### src/rtl/uart_mode_pkg.sv
package uart_mode_pkg;

    localparam int MODE_W = 8;
    localparam int IDX_W  = $clog2(MODE_W);

    // bit 7 power, 6 tx, 5 rx, 4:3 parity, 2 length, 1 stop, 0 irq
    typedef struct packed {
        logic       power;
        logic       tx_en;
        logic       rx_en;
        logic [1:0] parity;
        logic       char_len;
        logic       stop_len;
        logic       err_irq_en;
    } mode_t;

    localparam logic [MODE_W-1:0] MODE_RESET = 8'h01;

    function automatic mode_t write_one_bit(mode_t cur, logic [IDX_W-1:0] idx, logic val);
        logic [MODE_W-1:0] v;
        v = cur;
        v[idx] = val;
        return mode_t'(v);
    endfunction

endpackage

### src/rtl/umr_regfile.sv
module umr_regfile
    import uart_mode_pkg::*;
#(
    parameter logic [MODE_W-1:0] RST_VAL = MODE_RESET
) (
    input  logic             clk,
    input  logic             rst,
    input  logic             byte_en,
    input  logic [MODE_W-1:0] byte_data,
    input  logic             bit_en,
    input  logic [IDX_W-1:0] bit_sel,
    input  logic             bit_val,
    output mode_t            mode
);

    mode_t mode_r;
    mode_t mode_nxt;

    always_comb begin
        mode_nxt = mode_r;
        if (byte_en) begin
            mode_nxt = mode_t'(byte_data);
        end else if (bit_en) begin
            mode_nxt = write_one_bit(mode_r, bit_sel, bit_val);
        end
    end

    always_ff @(posedge clk) begin
        if (rst) begin
            mode_r <= mode_t'(RST_VAL);
        end else begin
            mode_r <= mode_nxt;
        end
    end

    assign mode = mode_r;

endmodule

### src/rtl/umr_power_seq.sv
module umr_power_seq (
    input  logic clk,
    input  logic rst,
    input  logic power,
    output logic gate_en,
    output logic op_clk,
    output logic core_rst,
    output logic stat_clr
);

    logic pwr_d1;
    logic pwr_prev;
    logic en_n;

    // pwr_d1 supplies the one-cycle start delay; pwr_prev is used to see the falling edge
    always_ff @(posedge clk) begin
        if (rst) begin
            pwr_d1   <= 1'b0;
            pwr_prev <= 1'b0;
        end else begin
            pwr_d1   <= power;
            pwr_prev <= power;
        end
    end

    // gate enable changes only while clk is low: no runt pulses
    always_ff @(negedge clk) begin
        if (rst) begin
            en_n <= 1'b0;
        end else begin
            en_n <= power & pwr_d1;
        end
    end

    assign gate_en  = en_n;
    assign op_clk   = clk & en_n;
    assign core_rst = rst | ~power;
    assign stat_clr = rst | (pwr_prev & ~power);

endmodule

### src/rtl/umr_pin_force.sv
module umr_pin_force #(
    parameter int SYNC_STAGES = 2
) (
    input  logic clk,
    input  logic rst,
    input  logic power,
    input  logic rxd_pin,
    input  logic txd_core,
    output logic rxd_int,
    output logic txd_pin
);

    localparam int LAST = SYNC_STAGES - 1;

    logic [LAST:0] sync_q;

    for (genvar s = 0; s < SYNC_STAGES; s++) begin : g_sync
        logic d_in;
        if (s == 0) begin : g_first
            assign d_in = rxd_pin;
        end else begin : g_next
            assign d_in = sync_q[s-1];
        end
        always_ff @(posedge clk) begin
            if (rst || !power) begin
                sync_q[s] <= 1'b1;
            end else begin
                sync_q[s] <= d_in;
            end
        end
    end

    assign rxd_int = power ? sync_q[LAST] : 1'b1;
    assign txd_pin = power ? txd_core : 1'b1;

endmodule

### src/rtl/uart_mode_ctrl.sv
module uart_mode_ctrl
    import uart_mode_pkg::*;
#(
    parameter int                SYNC_STAGES = 2,
    parameter logic [MODE_W-1:0] RST_VAL     = MODE_RESET
) (
    input  logic       clk_base,
    input  logic       rst,
    input  logic       wr_byte_en,
    input  logic [7:0] wr_byte_data,
    input  logic       wr_bit_en,
    input  logic [2:0] wr_bit_sel,
    input  logic       wr_bit_val,
    input  logic       rxd_pin,
    input  logic       txd_core,
    output logic       op_clk,
    output logic       core_rst,
    output logic       tx_en,
    output logic       rx_en,
    output logic [1:0] parity_sel,
    output logic       char_len,
    output logic       stop_len,
    output logic       err_irq_en,
    output logic       rxd_int,
    output logic       txd_pin,
    output logic       stat_clr
);

    mode_t mode_q;
    logic  gate_en;

    umr_regfile #(.RST_VAL(RST_VAL)) u_reg (
        .clk       (clk_base),
        .rst       (rst),
        .byte_en   (wr_byte_en),
        .byte_data (wr_byte_data),
        .bit_en    (wr_bit_en),
        .bit_sel   (wr_bit_sel),
        .bit_val   (wr_bit_val),
        .mode      (mode_q)
    );

    umr_power_seq u_pwr (
        .clk      (clk_base),
        .rst      (rst),
        .power    (mode_q.power),
        .gate_en  (gate_en),
        .op_clk   (op_clk),
        .core_rst (core_rst),
        .stat_clr (stat_clr)
    );

    umr_pin_force #(.SYNC_STAGES(SYNC_STAGES)) u_pins (
        .clk      (clk_base),
        .rst      (rst),
        .power    (mode_q.power),
        .rxd_pin  (rxd_pin),
        .txd_core (txd_core),
        .rxd_int  (rxd_int),
        .txd_pin  (txd_pin)
    );

    assign tx_en      = mode_q.tx_en;
    assign rx_en      = mode_q.rx_en;
    assign parity_sel = mode_q.parity;
    assign char_len   = mode_q.char_len;
    assign stop_len   = mode_q.stop_len;
    assign err_irq_en = mode_q.err_irq_en;

endmodule

### config.mk
export PLATFORM = sky130hd
export DESIGN_NAME = uart_mode_ctrl
export DESIGN_NICKNAME = d
export VERILOG_FILES = /design/src/rtl/uart_mode_pkg.sv /design/src/rtl/umr_regfile.sv /design/src/rtl/umr_power_seq.sv /design/src/rtl/umr_pin_force.sv /design/src/rtl/uart_mode_ctrl.sv
export SDC_FILE = /design/constraint.sdc
export NUM_CORES = 1
export LEC_CHECK = 0
export CAP_MARGIN = 20
export CORE_UTILIZATION = 45
export CTS_BUF_LIST = sky130_fd_sc_hd__clkbuf_8
export CTS_CLUSTER_DIAMETER = 200
export CTS_CLUSTER_SIZE = 8
export DETAILED_ROUTE_END_ITERATION = 12
export DONT_BUFFER_PORTS = 1
export GPL_ROUTABILITY_DRIVEN = 0
export PLACE_DENSITY = 0.59
export SYNTH_ARGS = -nofsm -noshare
export SYNTH_HDL_FRONTEND = slang
export SYNTH_HIERARCHICAL = 1
export SYNTH_SLANG_ARGS = --single-unit
### constraint.sdc
create_clock -name clk_base -period 1.1 [get_ports clk_base]
set_clock_uncertainty 0.15 [all_clocks]
set_input_delay 0.22 -clock clk_base [delete_from_list [all_inputs] [get_ports clk_base]]
set_output_delay 0.22 -clock clk_base [all_outputs]
set_load 0.01 [all_outputs]
Yosys cells after proc, flatten, opt, wreduce, memory -nomap -nowiden
Index checks and enable logic that the tools add are counted.
{"block": "totals", "regBits": 12, "output_inout_bits": 12}
{"block": "op_classes", "n_lt_le_gt_ge": 2, "muxes": 7, "bitwise": 6, "n_reduce_logical": 4}
{"cell": "two-way mux 8 bit", "n": 2}
{"cell": "bitwise mux 8 bit", "n": 1}
{"cell": "less-than comparator 3 x 4 -> 1 bit, second input constant", "n": 1}
{"cell": "AND 1 bit", "n": 3}
{"cell": "demux 1 bit (select 3 bit)", "n": 1}
{"cell": ">= comparator 3 x 1 -> 1 bit, second input constant", "n": 1}
{"cell": "two-way mux 1 bit", "n": 3}
{"cell": "OR 1 bit", "n": 2}
{"cell": "nonzero test 2 bit", "n": 1}
{"cell": "logical AND 1 bit", "n": 1}
{"cell": "zero test 1 bit", "n": 1}
{"cell": "logical OR 1 bit", "n": 1}
{"cell": "NOT 1 bit", "n": 1}

Longest topological paths before layout
Gate-level depths: netlist (run 1).
{"block": "logic_depth", "ltp_word": 7, "mapped_depth": 4, "mapped_depth_nobuf": 3}

Cells and area by module
The synthesis (run 1) kept the hierarchy.
{"module": "umr_regfile", "n_inst": 1, "cells_per_inst": 47, "area_per_inst_um2": 450.4}
{"module": "umr_power_seq", "n_inst": 1, "cells_per_inst": 9, "area_per_inst_um2": 85.1}
{"module": "umr_pin_force", "n_inst": 1, "cells_per_inst": 6, "area_per_inst_um2": 72.6}

==> results of run 1 <==
cells in the final DEF (no fill, tap or decap), types with 4 or more instances in the layout:
cell and n:
nor2_1 6, mux2i_1 6, buf_6 4, dfxtp_1 4, dlygate4sd3_1 9, dfxtp_2 7, clkbuf_8 6
sequential cells by signal, summed over array words and instances, names as in the netlist:
register	count
u_pins/g_sync.d_in	1
u_pins/sync_q	1
u_pwr/gate_en	1
u_pwr/pwr_prev	1
u_reg/mode	8
Yosys cell counts, types with 2 or more instances:
library cell	instances	area share
nor2_1	6	0.037
and2_1	2	0.021
dfxtp_1	12	0.40
or3b_1	2	0.029
mux2i_1	7	0.12
or2b_1	2	0.025
and4bb_2	2	0.041
nand2_1	3	0.019
a211oi_1	4	0.049
inv_1	4	0.025
nand4b_1	3	0.043
o31ai_1	2	0.025
cells by family (layout without fill, tap and decap cells):
logic type,after synthesis,after routing,share of synthesized area
compound gates,9,9,0.123
buf+inv,8,29,0.0555
flops,12,12,0.395
mux,7,7,0.115
simple gates,26,26,0.311
through the flow:
| step | cell area [µm²] | hold slack [ns] | setup slack, ns |
|---|---|---|---|
| 6_report | 900 | 0.0343 | -0.675 |
| 3_3_place_gp | 634 | 0.142 | -0.242 |
| 4_1_cts | 872 | 0.0263 | -0.683 |
| 3_5_place_dp | 634 | 0.145 | -0.263 |
| 5_1_grt | 900 | 0.0348 | -0.702 |
| 2_1_floorplan | 617 | 0.140 | -0.266 |
worst reg2reg max path: stages, from the launching register on:
cell     delay (ns)
dfxtp_2        0.32
nor2b_4        0.13
and2_1         0.16
where the power goes:
group          total, µW  switching (µW)  leakage [µW]  internal, µW
sequential           487            23.2      0.000101           463
clock                715             232     0.0000582           483
combinational        164            70.3      0.000215          93.3
total               1370             325      0.000374          1040
area by class of cell:
class	count	area share
Tap cell	14	0.0195
Sequential cell	12	0.281
Clock buffer	6	0.0918
Timing Repair inverter	1	0.00556
Inverter	4	0.0209
Multi-Input combinational cell	42	0.389
Clock inverter	2	0.00834
Timing Repair Buffer	16	0.184
worst min path at each step:
stage | start | to | slack [ns] | cells past startpoint
after floorplan | rst | u_pwr/pwr_prev | 0.14 | 1
after global placement | rst | u_pwr/pwr_prev | 0.14 | 1
after detailed placement | rst | u_pwr/pwr_prev | 0.15 | 1
after CTS | wr_bit_sel[1] | u_reg/mode[0] | 0.03 | 3
after global routing | wr_bit_sel[1] | u_reg/mode[0] | 0.03 | 3
final | wr_bit_sel[1] | u_reg/mode[0] | 0.03 | 3
layer usage:
metal  wire, µm  vias to the layer above  part of all wire  global-route usage
met5          0                        -                 0                   0
met4         15                        0            0.0099               0.241
met3        109                        2             0.072               0.127
met2        723                       25              0.48               0.313
met1        671                      231              0.44               0.247
li1           -                      265                 -                   -
what timing repair did:
action,CTS,global route
hold buffers,12,0
cloned,0,1
pin swaps,2,1
endpoints found under the hold margin,11,0
resized for setup,11,12
setup buffers,2,1
endpoints found under the setup margin,14,20
==> results_dict.tcl, run 1 <==
set metrics [dict create \
    outcome "finished with violations" \
    violations "setup timing" \
    insertion_delay_ns 0.35 \
    setup_violations 10 \
    design.core.area_um2 1190 \
    post-route-util 0.758 \
    worstPathRequired_ns 0.73 \
    cpLargestDelayFamily "flip-flops" \
    dieArea_um2 1500 \
    worst_slack_ns -0.675 \
    yosysSeqAreaShare 0.395 \
    drive_gt1_frac 0.386 \
    hold_path.class "primary input to flop" \
    ant_nets 0 \
    rrSetupSlack_ns -0.24 \
    r2r-start "u_reg/mode[7]" \
    vdd_ir_drop_max_v 0.00113 \
    grt_pass1_vias 507 \
    nFillCells 85 \
    drt-initial-drc-count 16 \
    area_delta_synth_final_pct 47.9 \
    rsz0062_at_grt "yes" \
    die_h_um 38.8 \
    antenna_found_initial 0 \
    r2r_cells 2 \
    ys.flop_type "dfxtp_1" \
    grt_max_degree 13 \
    crit_path_start_kind "flop" \
    place_hpwl_um 896 \
    critPathBufInv 0 \
    crit_path_cell_trace "and2_4" \
    vias_per_cell 5.39 \
    wl_per_cell_um 15.7 \
    setup_tns_ns -2.12 \
    netlist_area_um2 608 \
    synth_nets 80 \
    slowest_stage "dfxtp_1" \
    multi_input_area_um2 350 \
    drc_errors 0 \
    std_cell_rows 12 \
    initial_utilization 0.513 \
    dieWidth_um 38.8 \
    critPathMaxFanout 1 \
    power.leakage_uw 0.000374 \
    dp_cells 75 \
    synth_seq_cells 12 \
    synth.distinct_cells 25 \
    final_cells 97 \
    num_vias 523 \
    crit_type "flop to output port" \
    max_stage_delay_ns 0.29 \
    clk_pin_slew_ns 0.05 \
    end_kind "output port" \
    grt_pass1_wl_um 2130 \
    nets 102 \
    slew_viol_final 0 \
    cts_tree "done" \
    num_antenna_cells 0 \
    synth_edf_count 0 \
    slew_headroom 0.639 \
    wl_um 1520 \
    synthArstFlopShare 0 \
    worstSetupPathDepth 1 \
    crit_path_end "op_clk" \
    power-per-cell-area_nw_per_um2 1520 \
    tightest_slew_ns 0.541 \
    cp-startpoint "u_pwr/gate_en" \
    syn_inst 62 \
    place.port_buffers 0 \
    hold_viol 0 \
    seqCellArea_um2 253 \
    total_power_uw 1370 \
    grtUsageTotal 0.234 \
    critical_path_arrival_ns 1.41 \
    drv_cap 0 \
    drt_first_pass_iters 4 \
    grt-ovfl-total 0 \
    r2r_end "u_pwr/gate_en" \
    ys_warn_count 6 \
    syn_avg_cell_area_um2 9.81 \
    ios 30 \
]
Power figures use the tool's default switching activity.
==> run 2: changes to the inputs <==
Settings changed: CELL_PAD_IN_SITES_DETAIL_PLACEMENT from default to 0, CELL_PAD_IN_SITES_GLOBAL_PLACEMENT from default to 1, CORE_UTILIZATION 45 to 41, PLACE_DENSITY 0.59 to 0.72.
==> results_dict.tcl, run 2 (synthesis gave the netlist of run 1 again) <==
set metrics [dict create \
    max_stage_delay_ns 0.29 \
    outcome "finished with violations" \
    place.port_buffers 0 \
    grtUsageTotal 0.213 \
    critPathMaxFanout 1 \
    hold_slack_ns 0.0439 \
    end_kind "output port" \
    setup_violations 9 \
    die_h_um 40.5 \
    crit_path_cell_trace "and2_4" \
    slowest_stage "dfxtp_1" \
    final_cell_mix "dlygate4sd3_1, dfxtp_2, clkbuf_8, mux2i_1, nor2_1" \
    dieWidth_um 40.5 \
    drv_cap 0 \
    grt_pass1_vias 513 \
    cts_tree "done" \
    final_common_cell "dlygate4sd3_1" \
    num_vias 527 \
    multi_input_area_um2 347 \
    nets 102 \
    hold_path.class "primary input to flop" \
    cpLargestDelayFamily "flip-flops" \
    wl_um 1420 \
    drive_gt1_frac 0.386 \
    insertion_delay_ns 0.35 \
    num_antenna_cells 0 \
    antenna_found_initial 0 \
    nFillCells 128 \
    drc_errors 0 \
    wl_per_cell_um 14.4 \
    initial_utilization 0.456 \
    largest_reg_flops 8 \
    slew_headroom 0.621 \
    drt_first_pass_iters 4 \
    std_cell_rows 13 \
    drt-initial-drc-count 7 \
    place_hpwl_um 869 \
    seqCellArea_um2 250 \
    slew_viol_final 0 \
    worst_slack_ns -0.679 \
    violations "setup timing" \
    clk_pin_slew_ns 0.05 \
    design.core.area_um2 1330 \
    critPathBufInv 0 \
    ant_nets 0 \
    grt_max_degree 13 \
    dieArea_um2 1640 \
    area_delta_synth_final_pct 48.6 \
    grt-ovfl-total 0 \
    vdd_ir_drop_max_v 0.000865 \
    crit_path_start_kind "flop" \
    power-per-cell-area_nw_per_um2 1570 \
    worstPathRequired_ns 0.73 \
    setup_tns_ns -2.08 \
    crit_type "flop to output port" \
    grt_pass1_wl_um 2000 \
    rsz0062_at_grt "yes" \
    hold_viol 0 \
    vias_per_cell 5.38 \
    tightest_slew_ns 0.567 \
    power.leakage_uw 0.000381 \
    critical_path_arrival_ns 1.41 \
    ios 30 \
]
## run 2: cell count changes in the layout (fill, tap and decap cells not counted)
cell,previous run,this run
inv_2,2,1
dfxtp_2,7,8
inv_4,0,1
mux2i_2,1,0
buf_4,0,1
clkbuf_8,6,7
inv_1,3,2
dfxtp_4,1,0
buf_6,4,3
mux2i_1,6,7
## run 2: power by group
| group | switching (µW) | internal, µW | total (µW) |
|---|---|---|---|
| logic | 66.3 | 89.3 | 156 |
| registers | 23.4 | 465 | 488 |
| clock network | 220 | 553 | 773 |
| total | 310 | 1110 | 1420 |
## run 2: area by class of cell
type | count | share of cell area
inverters | 4 | 0.0235
multi-input cells | 42 | 0.384
clock inverters | 1 | 0.00416
repair inverters | 1 | 0.00554
repair buffers | 16 | 0.179
flip-flops and latches | 12 | 0.277
clock buffers | 7 | 0.107
well taps | 15 | 0.0208
## run 2: path summary, 6_finish.rpt
| path | slack [ns] | cells past startpoint | endpoint | startpoint |
|---|---|---|---|---|
| worst max-delay path | -0.68 | 1 | op_clk | u_pwr/gate_en |
| worst min-delay path | 0.04 | 3 | u_reg/mode[0] | wr_bit_sel[1] |
| worst max register to register | -0.22 | 2 | u_pwr/gate_en | u_reg/mode[7] |
| worst min register to register | 0.26 | 1 | u_pins/sync_q[1] | u_pins/g_sync[1].d_in |
## run 2: through the flow
| step | utilization | power [µW] | cells | worst slack (ns) | area, µm² |
|---|---|---|---|---|---|
| finish | 0.677 | 1420 | 98 | -0.679 | 903 |
| global route | 0.677 | 1490 | 98 | -0.722 | 903 |
| CTS | 0.659 | 1430 | 96 | -0.691 | 878 |
| detailed placement | 0.477 | 593 | 76 | -0.254 | 636 |
| global placement | 0.477 | 589 | 76 | -0.244 | 636 |
| floorplan | - | 585 | 62 | -0.266 | 617 |
## run 2: repair_timing
action	CTS	global route
gates resized for setup	11	11
cloned	0	1
pin swaps	1	1
hold buffers	12	0
setup buffers	1	2
endpoints found under the hold margin	11	0
setup endpoints to repair	13	20
## run 2: routing by layer
layer	up-vias	wire length, µm	global-route usage	share of wire
met3	3	103	0.167	0.073
met5	-	0	0	0
li1	266	-	-	-
met1	235	624	0.207	0.44
met2	23	663	0.286	0.47
met4	0	25	0.192	0.018
